[src/rtl/blu_pkg.sv]
// Package: shared operation and source encodings for the byte logic unit.
// Assumes op codes above OP_SWAP are illegal and are dropped by the unit.
package blu_pkg;

    localparam int unsigned OP_W  = 4;
    localparam int unsigned SRC_W = 2;

    typedef enum logic [OP_W-1:0] {
        OP_AND  = 4'd0,
        OP_OR   = 4'd1,
        OP_XOR  = 4'd2,
        OP_CPL  = 4'd3,
        OP_CLR  = 4'd4,
        OP_RL   = 4'd5,
        OP_RR   = 4'd6,
        OP_RLC  = 4'd7,
        OP_RRC  = 4'd8,
        OP_SWAP = 4'd9
    } op_e;

    typedef enum logic [SRC_W-1:0] {
        SRC_IMM = 2'd0,
        SRC_REG = 2'd1,
        SRC_DIR = 2'd2,
        SRC_IND = 2'd3
    } src_e;

    // True for the encodings the unit executes.
    function automatic logic op_is_legal(input logic [OP_W-1:0] op);
        return op <= OP_W'(OP_SWAP);
    endfunction

    // True for the two-operand logic operations.
    function automatic logic op_is_binary(input logic [OP_W-1:0] op);
        return op <= OP_W'(OP_XOR);
    endfunction

    // True for the rotates that pass through carry.
    function automatic logic op_uses_carry(input logic [OP_W-1:0] op);
        return (op == OP_W'(OP_RLC)) || (op == OP_W'(OP_RRC));
    endfunction

endpackage

[src/rtl/blu_operand_sel.sv]
// Module: blu_operand_sel
// Selects both operands of the logic core.
// First operand: the accumulator, unless a two-operand operation targets a
// direct address. A port destination then supplies its output latch and any
// other direct destination supplies its memory contents.
// Second operand: one of four sources. A direct source that is a port
// supplies its pin values.
// Assumes all inputs are stable for the cycle of the strobe.
module blu_operand_sel
    import blu_pkg::*;
#(
    parameter int unsigned W = 8
) (
    input  logic             is_binary,
    input  logic             dst_direct,
    input  logic             dst_is_port,
    input  logic [SRC_W-1:0] src_sel,
    input  logic [W-1:0]     acc_in,
    input  logic [W-1:0]     dst_mem_in,
    input  logic [W-1:0]     dst_latch_in,
    input  logic [W-1:0]     src_imm,
    input  logic [W-1:0]     src_reg,
    input  logic [W-1:0]     src_dir,
    input  logic [W-1:0]     src_ind,
    input  logic             src_dir_is_port,
    input  logic [W-1:0]     src_pins,
    output logic [W-1:0]     lhs,
    output logic [W-1:0]     rhs
);

    logic [W-1:0] dst_orig;

    // Original value of the direct destination: latch for ports, else memory.
    always_comb begin
        dst_orig = dst_is_port ? dst_latch_in : dst_mem_in;
    end

    // First operand: read-modify-write only for two-operand ops to a direct target.
    always_comb begin
        lhs = (is_binary && dst_direct) ? dst_orig : acc_in;
    end

    // Second operand: source multiplexer, with pins for a port source.
    always_comb begin
        unique case (src_e'(src_sel))
            SRC_IMM: rhs = src_imm;
            SRC_REG: rhs = src_reg;
            SRC_DIR: rhs = src_dir_is_port ? src_pins : src_dir;
            SRC_IND: rhs = src_ind;
            default: rhs = src_imm;
        endcase
    end

endmodule

[src/rtl/blu_logic_core.sv]
// Module: blu_logic_core
// Combinational logic, rotate and half-swap of one W-bit byte.
// The carry passes through unchanged except for the two carry rotates.
// Assumes W is even, so that the swap halves are equal.
module blu_logic_core
    import blu_pkg::*;
#(
    parameter int unsigned W = 8
) (
    input  logic [OP_W-1:0] op,
    input  logic [W-1:0]    lhs,
    input  logic [W-1:0]    rhs,
    input  logic            cin,
    output logic [W-1:0]    res,
    output logic            cout
);

    localparam int unsigned HALF = W / 2;

    logic [W-1:0] swapped;

    // Half exchange built bit by bit: bit i takes bit (i + HALF) mod W.
    for (genvar i = 0; i < W; i++) begin : g_swap
        assign swapped[i] = lhs[(i + HALF) % W];
    end

    // Operation select for the result byte and the carry.
    always_comb begin
        res  = lhs;
        cout = cin;
        unique case (op_e'(op))
            OP_AND:  res = lhs & rhs;
            OP_OR:   res = lhs | rhs;
            OP_XOR:  res = lhs ^ rhs;
            OP_CPL:  res = ~lhs;
            OP_CLR:  res = '0;
            OP_RL:   res = {lhs[W-2:0], lhs[W-1]};
            OP_RR:   res = {lhs[0], lhs[W-1:1]};
            OP_RLC: begin
                res  = {lhs[W-2:0], cin};
                cout = lhs[W-1];
            end
            OP_RRC: begin
                res  = {cin, lhs[W-1:1]};
                cout = lhs[0];
            end
            OP_SWAP: res = swapped;
            default: res = lhs;
        endcase
    end

endmodule

[src/rtl/blu_wb_ctrl.sv]
// Module: blu_wb_ctrl
// Output register stage. Decides which destination and the carry flag are
// written, and registers the result one cycle after the strobe.
// Assumes the result and carry from the core are valid in the strobe cycle.
// An illegal op code holds result and carry and drops every enable.
module blu_wb_ctrl
    import blu_pkg::*;
#(
    parameter int unsigned W = 8
) (
    input  logic            clk,
    input  logic            rst_n,
    input  logic            op_valid,
    input  logic [OP_W-1:0] op_code,
    input  logic            dst_direct,
    input  logic            dst_is_status,
    input  logic [W-1:0]    res_d,
    input  logic            cout_d,
    output logic            res_valid,
    output logic [W-1:0]    result,
    output logic            carry_out,
    output logic            acc_we,
    output logic            dst_we,
    output logic            carry_we
);

    logic legal;
    logic binary;
    logic rot_c;
    logic to_dst;
    logic status_wr;
    logic carry_d;
    logic fire;

    // Decode the write targets for this operation.
    always_comb begin
        legal     = op_is_legal(op_code);
        binary    = op_is_binary(op_code);
        rot_c     = op_uses_carry(op_code);
        to_dst    = binary && dst_direct;
        status_wr = to_dst && dst_is_status;
        carry_d   = status_wr ? res_d[W-1] : cout_d;
        fire      = op_valid && legal;
    end

    // Register the result, carry and one-cycle enables.
    always_ff @(posedge clk) begin
        if (!rst_n) begin
            res_valid <= 1'b0;
            result    <= '0;
            carry_out <= 1'b0;
            acc_we    <= 1'b0;
            dst_we    <= 1'b0;
            carry_we  <= 1'b0;
        end else if (fire) begin
            res_valid <= 1'b1;
            result    <= res_d;
            carry_out <= carry_d;
            acc_we    <= !to_dst;
            dst_we    <= to_dst;
            carry_we  <= rot_c || status_wr;
        end else begin
            res_valid <= 1'b0;
            acc_we    <= 1'b0;
            dst_we    <= 1'b0;
            carry_we  <= 1'b0;
        end
    end

    // a legal strobe yields a valid result on the next cycle.
    a_r11_valid_follows: assert property (@(posedge clk) disable iff (!rst_n)
        fire |=> res_valid);

    // no strobe, no write on the next cycle.
    a_r11_idle_quiet: assert property (@(posedge clk) disable iff (!rst_n)
        !op_valid |=> (!acc_we && !dst_we && !carry_we && !res_valid));

    // at most one byte destination per operation.
    a_r9_single_dest: assert property (@(posedge clk) disable iff (!rst_n)
        $onehot0({acc_we, dst_we}));

    // every write comes with a valid result.
    a_r9_write_has_valid: assert property (@(posedge clk) disable iff (!rst_n)
        (acc_we || dst_we || carry_we) |-> res_valid);

    // a carry write needs a carry rotate or a status destination.
    a_r10_carry_cause: assert property (@(posedge clk) disable iff (!rst_n)
        (op_valid && legal && !rot_c && !status_wr) |=> !carry_we);

    // illegal op codes never produce a result.
    a_r12_illegal_quiet: assert property (@(posedge clk) disable iff (!rst_n)
        (op_valid && !legal) |=> (!res_valid && $stable(result)));

endmodule

[src/rtl/byte_logic_unit.sv]
// Module: byte_logic_unit (top)
// Byte logic and rotate execution unit. It selects operands, computes the
// logic, rotate or swap result, and registers the result and write enables
// one clock after op_valid.
// Assumes fetch, decode, address sequencing and storage lie outside.
module byte_logic_unit
    import blu_pkg::*;
#(
    parameter int unsigned W = 8
) (
    input  logic             clk,
    input  logic             rst_n,
    input  logic             op_valid,
    input  logic [OP_W-1:0]  op_code,
    input  logic             dst_direct,
    input  logic             dst_is_port,
    input  logic             dst_is_status,
    input  logic [SRC_W-1:0] src_sel,
    input  logic [W-1:0]     acc_in,
    input  logic [W-1:0]     dst_mem_in,
    input  logic [W-1:0]     dst_latch_in,
    input  logic [W-1:0]     src_imm,
    input  logic [W-1:0]     src_reg,
    input  logic [W-1:0]     src_dir,
    input  logic [W-1:0]     src_ind,
    input  logic             src_dir_is_port,
    input  logic [W-1:0]     src_pins,
    input  logic             carry_in,
    output logic             res_valid,
    output logic [W-1:0]     result,
    output logic             carry_out,
    output logic             acc_we,
    output logic             dst_we,
    output logic             carry_we
);

    logic [W-1:0] lhs;
    logic [W-1:0] rhs;
    logic [W-1:0] core_res;
    logic         core_cout;
    logic         is_binary;

    // Classify the op for operand selection.
    always_comb begin
        is_binary = op_is_binary(op_code);
    end

    blu_operand_sel #(.W(W)) opsel_i (
        .is_binary       (is_binary),
        .dst_direct      (dst_direct),
        .dst_is_port     (dst_is_port),
        .src_sel         (src_sel),
        .acc_in          (acc_in),
        .dst_mem_in      (dst_mem_in),
        .dst_latch_in    (dst_latch_in),
        .src_imm         (src_imm),
        .src_reg         (src_reg),
        .src_dir         (src_dir),
        .src_ind         (src_ind),
        .src_dir_is_port (src_dir_is_port),
        .src_pins        (src_pins),
        .lhs             (lhs),
        .rhs             (rhs)
    );

    blu_logic_core #(.W(W)) core_i (
        .op   (op_code),
        .lhs  (lhs),
        .rhs  (rhs),
        .cin  (carry_in),
        .res  (core_res),
        .cout (core_cout)
    );

    blu_wb_ctrl #(.W(W)) wb_i (
        .clk           (clk),
        .rst_n         (rst_n),
        .op_valid      (op_valid),
        .op_code       (op_code),
        .dst_direct    (dst_direct),
        .dst_is_status (dst_is_status),
        .res_d         (core_res),
        .cout_d        (core_cout),
        .res_valid     (res_valid),
        .result        (result),
        .carry_out     (carry_out),
        .acc_we        (acc_we),
        .dst_we        (dst_we),
        .carry_we      (carry_we)
    );

    // a plain left rotate carries the accumulator's top bit into bit 0 and leaves carry alone.
    a_r3_rl_wrap: assert property (@(posedge clk) disable iff (!rst_n)
        (op_valid && op_code == OP_W'(OP_RL)) |=>
            (result[0] == $past(acc_in[W-1]) && !carry_we && carry_out == $past(carry_in)));

    // the left rotate through carry moves the old carry into bit 0 and bit 7 into carry.
    a_r4_rlc_path: assert property (@(posedge clk) disable iff (!rst_n)
        (op_valid && op_code == OP_W'(OP_RLC)) |=>
            (result[0] == $past(carry_in) && carry_out == $past(acc_in[W-1]) && carry_we));

    // single-operand ops always write the accumulator.
    a_r6_unary_to_acc: assert property (@(posedge clk) disable iff (!rst_n)
        (op_valid && op_is_legal(op_code) && !is_binary) |=> (acc_we && !dst_we));

    // a logic op to a port destination reads the latch, so a zero pin byte cannot leak in.
    a_r8_port_latch: assert property (@(posedge clk) disable iff (!rst_n)
        (op_valid && op_code == OP_W'(OP_OR) && dst_direct && dst_is_port) |=>
            ((result & $past(dst_latch_in)) == $past(dst_latch_in)));

endmodule

[config.mk]
export PLATFORM = sky130hd
export DESIGN_NAME = byte_logic_unit
export DESIGN_NICKNAME = d
export VERILOG_FILES = /design/src/rtl/blu_pkg.sv /design/src/rtl/blu_operand_sel.sv /design/src/rtl/blu_logic_core.sv /design/src/rtl/blu_wb_ctrl.sv /design/src/rtl/byte_logic_unit.sv
export SDC_FILE = /design/constraint.sdc
export NUM_CORES = 1
export LEC_CHECK = 0
export ABC_AREA = 1
export BUFFER_PORTS_ARGS = -buffer_cell sky130_fd_sc_hd__buf_2
export CORE_MARGIN = 2
export CORE_UTILIZATION = 40
export DETAILED_ROUTE_END_ITERATION = 8
export PLACE_DENSITY = 0.78
export SYNTH_ARGS = -nofsm -noshare
export SYNTH_HDL_FRONTEND = slang
export SYNTH_HIERARCHICAL = 1
export SYNTH_SLANG_ARGS = --single-unit
export TNS_END_PERCENT = 10
[constraint.sdc]
create_clock -name clk -period 2.2 [get_ports clk]
set_input_delay 0.11 -clock clk [delete_from_list [all_inputs] [get_ports clk]]
set_output_delay 0.11 -clock clk [all_outputs]
set_load 0.05 [all_outputs]
==> run_results.csv <==
group,metric,value,unit
outcome,status,"complete, no violations",
cells_and_area,syn2layout_area_growth,23.8,%
sta,setup_viol,0,
detailed_routing,vias,2838,
sta,fin_worst_skew,0,ns
setup_path,crit_end,"wb_i/carry_out",
logic_synthesis,synthMuxAreaShare,0,
global_routing,grt_overflow_total,0,
detailed_routing,dr.pass1.iters,4,
logic_synthesis,synth-adder-area-share,0.0856,
detailed_routing,ant_nets,0,
clock_network,cts_tree,"yes",
die,rows,27,
sta,min_period,1.85,ns
sta,tns,0,ns
clock_network,cts_buffer_depth,2,
sta,worst_pin_slew,0.714,ns
die,coreArea,5570,sq um
cells_and_area,fin_cells,568,
sta,hold_viol_final,0,
worst_hold_path,hp-class,"in -> reg",
setup_path,crit_path_start,"op_code[3]",
clock_network,clk_pin_slew,0.06,ns
cells_and_area,fillers,577,
logic_synthesis,ys_warn_count,6,
clock_network,clock-sinks,13,
logic_synthesis,synth_area,2340,sq um
sta,max_slew_margin,0.524,
setup_path,cp_cell_sequence,"buf_2 -> nor2_1 -> nand2_1 -> inv_1 -> nand2_2 -> inv_1 -> o211ai_1 -> nand2_1 -> inv_1 -> ha_1 -> nand3_1 -> nand2_1 -> nor2_1 -> nand4_1 -> nand2_1 -> nand3_2 -> nand2_1 -> inv_1",
pwr,powerDensity,339,nW/um^2
sta,rsz0062_at_grt,"no",
logic_synthesis,synth_area_leaders,"nand2_1 20%, nand3_1 16%, dfxtp_1 11%, ha_1 8.6%, inv_1 8.3%",
worst_hold_path,min_from,"rst_n",
detailed_routing,drc,0,
logic_synthesis,synth-xor-area-share,0,
setup_path,r2r_slack,1.56,ns
place,dpl.cell_count,564,
sta,worst_slack,0.350,ns
sta,period_share,0.841,
cells_and_area,nets,591,
setup_path,reg2reg_from,"wb_i/carry_out",
pwr,peakVddDrop,0.000285,V
setup_path,cpMaxStageDelayCell,"ha_1",
global_routing,grt_max_degree,33,
detailed_routing,via_per_inst,5.00,
clock_network,cts_inserted_buffers,3,
die,die_w,80.5,microns
clock_network,cts_max_level,1,
clock_network,cts_hold_buf,0,
place,portBuffers,90,
place,dp_hpwl,5.06,mm
logic_synthesis,synth.largest_area_cell,"nand2_1",
die,io_pins,91,
clock_network,cts_root_buf,"clkbuf_8",
setup_path,cp-end-kind,"register",
logic_synthesis,yosys.area_share.simple,0.591,
die,fp.dieH,80.5,microns
cells_and_area,diodes,0,
global_routing,first_global_vias,2624,
cells_and_area,multiInputGateArea,1720,sq um
cells_and_area,drive_gt1_frac,0.276,
die,start_util,0.420,
logic_synthesis,yosysSeqAreaShare,0.111,
global_routing,grt_usage,0.202,
logic_synthesis,synth_seq_cells,13,
setup_path,reg2reg_depth,4,
setup_path,reg2reg_to,"wb_i/carry_out",
global_routing,antenna_found_initial,0,
pwr,leakage,0.00172,uW
clock_network,postCtsSetupBuffers,0,
place,dp_worst_setup_slack,0.114,ns
sta,fmax,0.540,GHz
place,gp_congestion,0.889,
setup_path,cp.arrival,1.99,ns
detailed_routing,drt_first_iter_violations,173,
cells_and_area,ff_latch_area,260,sq um
setup_path,critPathKind,"in -> reg",
logic_synthesis,synthCells,404,
logic_synthesis,ys_types,30,
logic_synthesis,synth_top_family_by_area,"simple AND/OR/NAND/NOR gates",
logic_synthesis,synth_compound_area_frac,0.0604,
global_routing,grt_pass1_wl,10.8,mm
setup_path,worstPathRequired,2.34,ns
setup_path,critical-path-max-stage-delay,0.30,ns
logic_synthesis,postSynthAreaPerCell,5.79,sq um
logic_synthesis,synth_nets,498,
die,dieArea,6480,sq um
setup_path,crit_fanout,8,
setup_path,startpoint_type,"primary input",
logic_synthesis,synth.top_cell.area_share,0.197,
clock_network,clkLatencyLatePin,0.24,ns
run,drv_cap,0,
sta,slew_violations,0,
detailed_routing,wl_per_cell,11.3,microns
setup_path,path_common_cell,"nand2_1",
detailed_routing,routed_wl,6.42,mm
clock_network,cts_resized,0,
## worst max-delay path, delay by kind of cell
family	cells	cell delay (ns)
and+or+nand+nor	11	0.92
buffers and inverters	5	0.53
adders and majority gates	1	0.30
AOI/OAI and AO/OA	1	0.12
## placed cells by master, fill, tap and decap left out, drive strengths merged
master,n
inv,55
buf,103
ha,16
a21boi,1
or2,1
o221ai,1
a21oi,2
clkbuf,3
nand2,127
nand3,83
o211ai,8
o21ai,8
nor2,55
clkinv,2
nand3b,8
dfxtp,13
nand4,9
nor3,1
## worst min-delay path by stage
stage / cells past startpoint / to / slack (ns)
final: 3 / wb_i/result[4] / 0.22
after floorplan: 2 / wb_i/res_valid / 0.23
after detailed placement: 3 / wb_i/result[4] / 0.47
after global routing: 3 / wb_i/carry_we / 0.23
after global placement: 3 / wb_i/result[1] / 0.47
after CTS: 3 / wb_i/result[4] / 0.21
## per-stage QoR
| stage | instance area (sq um) | hold WS, ns | util | power, uW |
|---|---|---|---|---|
| 2_1_floorplan | 2340 | 0.225 | - | 607 |
| 3_3_place_gp | 2850 | 0.468 | 0.511 | 765 |
| 3_5_place_dp | 2850 | 0.472 | 0.511 | 776 |
| 4_1_cts | 2900 | 0.212 | 0.520 | 987 |
| 5_1_grt | 2900 | 0.226 | 0.520 | 1060 |
| 6_report | 2900 | 0.218 | 0.520 | 981 |
## sequential cells by signal (all words and copies together) (netlist names)
signal	count
wb_i/acc_we	1
wb_i/res_valid	1
wb_i/dst_we	1
wb_i/result	8
wb_i/carry_we	1
wb_i/carry_out	1
## Yosys cell counts
cell type and number:
o221ai_1 1, ha_1 16, nand2_1 123, clkinv_8 1, a21boi_2 1, nand3_2 10
o21ai_0 8, dfxtp_1 13, nand4_1 9, nor2_2 3, inv_2 2, buf_6 6
nand2_4 1, nor3_1 1, a21oi_1 1, inv_6 1, nand2_8 2, buf_4 2
a21oi_4 1, nor2_4 5, buf_8 1, nand3_1 73, buf_2 6, o211ai_1 8
nand2_2 1, nor2_1 46, nor2_8 1, nand3b_1 8, or2_4 1, inv_1 52
## cell families (layout without fill, tap and decap cells)
family / Yosys count / in the layout
AO/OA/AOI/OAI: 20 / 20
adder cells (fa/ha/maj): 16 / 16
buffers and inverters: 71 / 163
flip-flops: 13 / 13
AND/OR/NAND/NOR: 284 / 284
## area by class of cell
cell class                      count  share of cell area
Clock buffer                        3              0.0143
Sequential cell                    13              0.0898
Clock inverter                      1             0.00173
Timing Repair Buffer              103               0.189
Multi-Input combinational cell    320               0.595
Inverter                           56              0.0786
Tap cell                           72              0.0311
## layer usage
layer	vias up	global-route usage	part of all wire
li1	1475	-	-
met1	1223	0.252	0.43
met2	132	0.363	0.48
met3	8	0.0292	0.076
met4	0	0.0458	0.012
met5	-	0	0
## power by group
group	switching, uW	internal (uW)
logic	330	185
registers	7.24	252
clock network	82.0	125
total	420	562
Note: power is estimated with default switching activity, not from simulation.
